--- config.mk ---
export PLATFORM = sky130hd
export DESIGN_NAME = i2c_mailbox_slave
export DESIGN_NICKNAME = d
export VERILOG_FILES = /design/src/rtl/i2c_mailbox_slave.sv
export SDC_FILE = /design/constraint.sdc
export NUM_CORES = 1
export LEC_CHECK = 0
export BUFFER_PORTS_ARGS = -buffer_cell sky130_fd_sc_hd__buf_4
export CORE_MARGIN = 3
export CORE_UTILIZATION = 50
export CTS_BUF_LIST = sky130_fd_sc_hd__clkbuf_16
export DETAILED_ROUTE_END_ITERATION = 12
export GPL_ROUTABILITY_DRIVEN = 0
export PLACE_DENSITY = 0.75
export SYNTH_ARGS = -nofsm -noshare
export SYNTH_HDL_FRONTEND = slang
export SYNTH_SLANG_ARGS = --single-unit
--- constraint.sdc ---
create_clock -name clk -period 5.5 [get_ports clk]
set_input_delay 1.1 -clock clk [delete_from_list [all_inputs] [get_ports clk]]
set_output_delay 1.1 -clock clk [all_outputs]
set_load 0.005 [all_outputs]
--- src/rtl/i2c_mailbox_slave.sv ---
module i2c_mailbox_slave #(
  parameter logic [6:0] SLAVE_ADDR  = 7'h3F,
  parameter int         MAX_BYTES   = 12,
  parameter int         EVENT_COUNT = 12
)(
  input  logic                   clk,
  input  logic                   rst_n,
  input  logic                   scl_in,
  input  logic                   sda_in,
  output logic                   sda_pull,
  input  logic [8*MAX_BYTES-1:0] tx_words,
  output logic [8*MAX_BYTES-1:0] rx_words,
  output logic                   rx_event
);
  localparam int IW = $clog2(MAX_BYTES + 1);
  localparam logic [IW-1:0] LAST_IDX = IW'(MAX_BYTES);
  localparam logic [IW-1:0] EV_IDX   = IW'(EVENT_COUNT);

  typedef enum logic [2:0] {S_IDLE, S_ADDR, S_ADDR_ACK, S_WR, S_WR_ACK, S_RD, S_RD_ACK} st_t;
  st_t st;

  logic [1:0] scl_sync, sda_sync;
  logic scl_q, sda_q, scl_s, sda_s;
  logic start_det, stop_det, scl_rise, scl_fall;
  logic [7:0] sr;
  logic [3:0] bitcnt;
  logic [IW-1:0] idx, idx_next;
  logic rw, m_ack;
  logic [7:0] cur_byte, nxt_byte;

  function automatic logic [7:0] byte_at(input logic [IW-1:0] i);
    byte_at = 8'hFF;
    for (int k = 0; k < MAX_BYTES; k++)
      if (i == IW'(k)) byte_at = tx_words[8*k +: 8];
  endfunction

  assign scl_s     = scl_sync[1];
  assign sda_s     = sda_sync[1];
  assign start_det = scl_q & scl_s & sda_q & ~sda_s;
  assign stop_det  = scl_q & scl_s & ~sda_q & sda_s;
  assign scl_rise  = ~scl_q & scl_s;
  assign scl_fall  = scl_q & ~scl_s;
  assign idx_next  = (idx < LAST_IDX) ? idx + 1'b1 : idx;
  assign cur_byte  = byte_at(idx);
  assign nxt_byte  = byte_at(idx_next);

  always_ff @(posedge clk or negedge rst_n) begin
    if (!rst_n) begin
      scl_sync <= 2'b11;
      sda_sync <= 2'b11;
      scl_q    <= 1'b1;
      sda_q    <= 1'b1;
    end else begin
      scl_sync <= {scl_sync[0], scl_in};
      sda_sync <= {sda_sync[0], sda_in};
      scl_q    <= scl_s;
      sda_q    <= sda_s;
    end
  end

  always_ff @(posedge clk or negedge rst_n) begin
    if (!rst_n) begin
      st       <= S_IDLE;
      sr       <= '0;
      bitcnt   <= '0;
      idx      <= '0;
      rw       <= 1'b0;
      m_ack    <= 1'b0;
      sda_pull <= 1'b0;
      rx_event <= 1'b0;
      rx_words <= '0;
    end else begin
      rx_event <= 1'b0;
      if (start_det) begin
        st       <= S_ADDR;
        bitcnt   <= '0;
        idx      <= '0;
        sda_pull <= 1'b0;
      end else if (stop_det) begin
        st       <= S_IDLE;
        sda_pull <= 1'b0;
      end else begin
        case (st)
          S_IDLE: ;
          S_ADDR:
            if (scl_rise) begin
              sr     <= {sr[6:0], sda_s};
              bitcnt <= bitcnt + 4'd1;
            end else if (scl_fall && bitcnt == 4'd8) begin
              if (sr[7:1] == SLAVE_ADDR) begin
                rw       <= sr[0];
                sda_pull <= 1'b1;
                st       <= S_ADDR_ACK;
              end else begin
                st <= S_IDLE;
              end
            end
          S_ADDR_ACK:
            if (scl_fall) begin
              bitcnt <= '0;
              if (rw) begin
                sr       <= cur_byte;
                sda_pull <= ~cur_byte[7];
                st       <= S_RD;
              end else begin
                sda_pull <= 1'b0;
                st       <= S_WR;
              end
            end
          S_WR:
            if (scl_rise) begin
              sr     <= {sr[6:0], sda_s};
              bitcnt <= bitcnt + 4'd1;
            end else if (scl_fall && bitcnt == 4'd8) begin
              st <= S_WR_ACK;
              if (idx < LAST_IDX) begin
                for (int k = 0; k < MAX_BYTES; k++)
                  if (idx == IW'(k)) rx_words[8*k +: 8] <= sr;
                idx      <= idx_next;
                sda_pull <= 1'b1;
                rx_event <= (idx_next == EV_IDX);
              end
            end
          S_WR_ACK:
            if (scl_fall) begin
              sda_pull <= 1'b0;
              bitcnt   <= '0;
              st       <= S_WR;
            end
          S_RD:
            if (scl_fall) begin
              if (bitcnt == 4'd7) begin
                sda_pull <= 1'b0;
                st       <= S_RD_ACK;
              end else begin
                bitcnt   <= bitcnt + 4'd1;
                sr       <= {sr[6:0], 1'b1};
                sda_pull <= ~sr[6];
              end
            end
          S_RD_ACK:
            if (scl_rise) begin
              m_ack <= ~sda_s;
            end else if (scl_fall) begin
              if (m_ack) begin
                idx      <= idx_next;
                sr       <= nxt_byte;
                sda_pull <= ~nxt_byte[7];
                bitcnt   <= '0;
                st       <= S_RD;
              end else begin
                st <= S_IDLE;
              end
            end
          default: st <= S_IDLE;
        endcase
      end
    end
  end

  a_r5_no_overflow: assert property (@(posedge clk) disable iff (!rst_n)
    idx <= LAST_IDX);
  a_r6_single_pulse: assert property (@(posedge clk) disable iff (!rst_n)
    rx_event |=> !rx_event);
  a_r6_event_at_count: assert property (@(posedge clk) disable iff (!rst_n)
    rx_event |-> idx == EV_IDX);
  a_r9_start_clears: assert property (@(posedge clk) disable iff (!rst_n)
    start_det |=> (idx == '0 && st == S_ADDR));
  a_r10_stop_release: assert property (@(posedge clk) disable iff (!rst_n)
    stop_det |=> !sda_pull);
  a_r10_pull_on_low: assert property (@(posedge clk) disable iff (!rst_n)
    (sda_pull != $past(sda_pull)) |-> !scl_s);
endmodule

==> results.txt <==
Outcome: complete, no violations
CTS Buffer Depth: 2
Die width: 133 um
Crit-path cells: ha_2, inv_1, o21ai_0, a21oi_1, a222oi_1, a31oi_1
Setup repair bufs after CTS: 0
Worst Path Required: 5730 ps
Row cnt: 45
Seq/Total Area, Yosys: 0.387
Initial core utilization: 0.522
Top cells by area, synth: dfrtp_1 (37%), mux2_2 (10%), mux2_4 (4.4%), nand2_1 (2.4%), a21oi_1 (2.3%)
Max-cap violations: 0
CTS Hold Bufs: 0
Critical path type: reg2reg
Switching power: 1.49 mW
Prevailing post-synth register cell: dfrtp_1
Cell-internal power: 2.23 mW
Die ar.: 17800 um2
CP top delay family: compound AO/OA/AOI/OAI gates
GRT Residual Overflow: 0
Worst rel slew slack: 0.307
Avg WL per Cell: 22.3 um
Seq cells post-synth: 125
Clock sinks: 125
H-tree depth: 4
CP Data Arrival Time: 3720 ps
Design area: 10100 um2
Synthesized Nets: 878
DR vias: 7520
Seq pwr share: 0.347
Ports: 198
Placed cell count: 1131
Unrepaired setup endpoints after global routing: false
FILL cells: 1235
Comb pwr share: 0.365
Worst setup SP type: flip-flop
Synth Area per Inst: 10.5 um2
Post-synth EDFFs: 0
Chip height: 133 um
Fin crit share: 0.634
Core Region: 15500 um2
Synth area leader: dfrtp_1
# nets final: 1046
Max Freq: 0.287 GHz
Final setup fails: 0
P_leak: 4.80 nW
Input/output buffers: 197
Synth warn: 0
Worst Setup End Kind: flip-flop
Flop2flop setup slack: 2010 ps
Slew @ Worst Pin: 1040 ps
CP peak stage delay: 770 ps
PwrDens: 367 nW/um2
Peak supply drop: 0.289 mV
Detailed router's first-iteration violation count: 882
Crit path time final: 3490 ps
Reg clk slew, reported paths: 60 ps
Setup tns final: 0 ps
Initial antenna violation count: 0
Pre-antenna DRT Iters: 8
Post-route insts no fill: 1163
Max FO, Critical Path: 24
Total CTS buffers: 17
Worst clock skew: 7.13 ps
Worst skew pair latency: 410 ps
Cells after Synth: 771
Asr flop ratio synth: 1.00
Cell Area, Placed: 9570 um2
Overall Power: 3.72 mW
Root Driver: clkbuf_16
CTS tree: done
Sw frac: 0.400
DR vias/cell: 6.47
Area Growth Syn to Fin: 25.1%
Antenna-violating nets left: 0
Total GRT Usage: 0.289
Vias in the first global route: 7153
Hpwl dp: 19300 um
Antenna cells: 0
Hold Path Class: reg2reg
Post-synth cell types: 92
Clock Power Share: 0.287
Slew Viols, Final: 0
First-pass GRT wire length: 40600 um
Final hold vios: 0
DRC Markers: 0
Largest net degree at the start of global routing: 55
Slowest stage cell, crit path: ha_2
Post-synth top area share: 0.367
Layout cells sized above 1: 0.411
WL final: 26000 um
Number of buffers and inverters on the critical path: 1
# resized after CTS: 0
Synthesized cell area: 8110 um2
==> path summary, 6_finish.rpt <==
check | from | end | cells past startpoint
max | idx[0]$_DFFE_PN0P_ | sr[4]$_DFFE_PN0P_ | 6
min | scl_sync[0]$_DFF_PN1_ | scl_sync[1]$_DFF_PN1_ | 0
max reg2reg | idx[0]$_DFFE_PN0P_ | sr[4]$_DFFE_PN0P_ | 6
min reg2reg | scl_sync[0]$_DFF_PN1_ | scl_sync[1]$_DFF_PN1_ | 0
max in group asynchronous | rst_n | st[0]$_DFFE_PN0P_ | 2
min in group asynchronous | rst_n | rx_words[3]$_DFFE_PN0P_ | 1
==> layer usage <==
| metal | routed length (um) | track usage |
|---|---|---|
| met5 | 0 | 0 |
| met1 | 9990 | 0.384 |
| met2 | 12100 | 0.453 |
| met3 | 2690 | 0.0702 |
| met4 | 1210 | 0.126 |
==> synthesized netlist by cell type, drive strengths merged, types with 8 or more instances <==
library cell,number
nand2,55
nor2b,19
buf,44
o21ai,41
clkbuf,13
mux2i,16
a21oi,41
o211ai,9
dfrtp,119
a221oi,9
nor2,43
nor3,9
a31oi,9
nand2b,16
a22oi,9
nor4,8
inv,19
mux2,102
o22ai,26
nand3,20
==> cells by family after synthesis <==
kind of cell,synth area share
AOI/OAI and AO/OA,0.210
xor gates and xnor gates,0.00725
muxes,0.173
and+or+nand+nor,0.159
adders and majority gates,0.0120
DFF,0.387
buffers and inverters,0.0525
==> registers in the layout, indices dropped and copies added, names as in the netlist <==
name,count
rx_words,96
sr,8
bitcnt,4
idx,4
st,3
scl_sync,2
sda_sync,2
m_ack,1
rw,1
rx_event,1
scl_q,1
sda_pull,1
sda_q,1
==> power by group through the flow <==
stage | Sequential, mW | Combinational, mW | Clock [mW]
5_1_grt | 1.32 | 1.47 | 1.13
2_1_floorplan | 1.11 | 1.10 | 0
3_3_place_gp | 1.30 | 1.30 | 0
6_report | 1.29 | 1.36 | 1.07
3_5_place_dp | 1.31 | 1.32 | 0
4_1_cts | 1.29 | 1.33 | 1.08
==> area by class of cell <==
type | instances | area [um2] | area share
inverter | 20 | 75.1 | 0.00740
multi-input combinational | 569 | 4550 | 0.449
timing repair buffer | 206 | 1550 | 0.152
tap | 211 | 264 | 0.0260
clock inverter | 15 | 141 | 0.0139
sequential | 125 | 3140 | 0.309
clock buffer | 17 | 425 | 0.0419
==> cells in the final DEF (no fill, tap or decap), drive strengths merged, types with 6 or more instances in the layout <==
| cell | synthesis | final |
|---|---|---|
| nand3 | 20 | 20 |
| clkbuf | 13 | 17 |
| nor2b | 19 | 19 |
| a221oi | 9 | 9 |
| mux2 | 102 | 102 |
| o211ai | 9 | 9 |
| o22ai | 26 | 26 |
| nor3 | 9 | 9 |
| ha | 7 | 7 |
| a221o | 7 | 7 |
| dfrtp | 119 | 119 |
| nand2b | 16 | 16 |
| o21ai | 41 | 41 |
| dfstp | 6 | 6 |
| o21a | 6 | 6 |
| nor2 | 43 | 43 |
| a22oi | 9 | 9 |
| nor4 | 8 | 8 |
| clkinv | 1 | 7 |
| buf | 44 | 206 |
| mux2i | 16 | 16 |
| o2111ai | 6 | 6 |
| nand2 | 55 | 55 |
| a21oi | 41 | 41 |
| inv | 19 | 24 |
| a31oi | 9 | 9 |
==> per-stage QoR <==
step	util	worst slack [ps]	hold slack, ps
CTS	0.653	2140	357
global route	0.653	1880	361
detailed placement	0.616	2160	349
global placement	0.616	2260	345
floorplan	-	3040	345
finish	0.653	2010	356
Note: power is estimated with default switching activity, not from simulation.
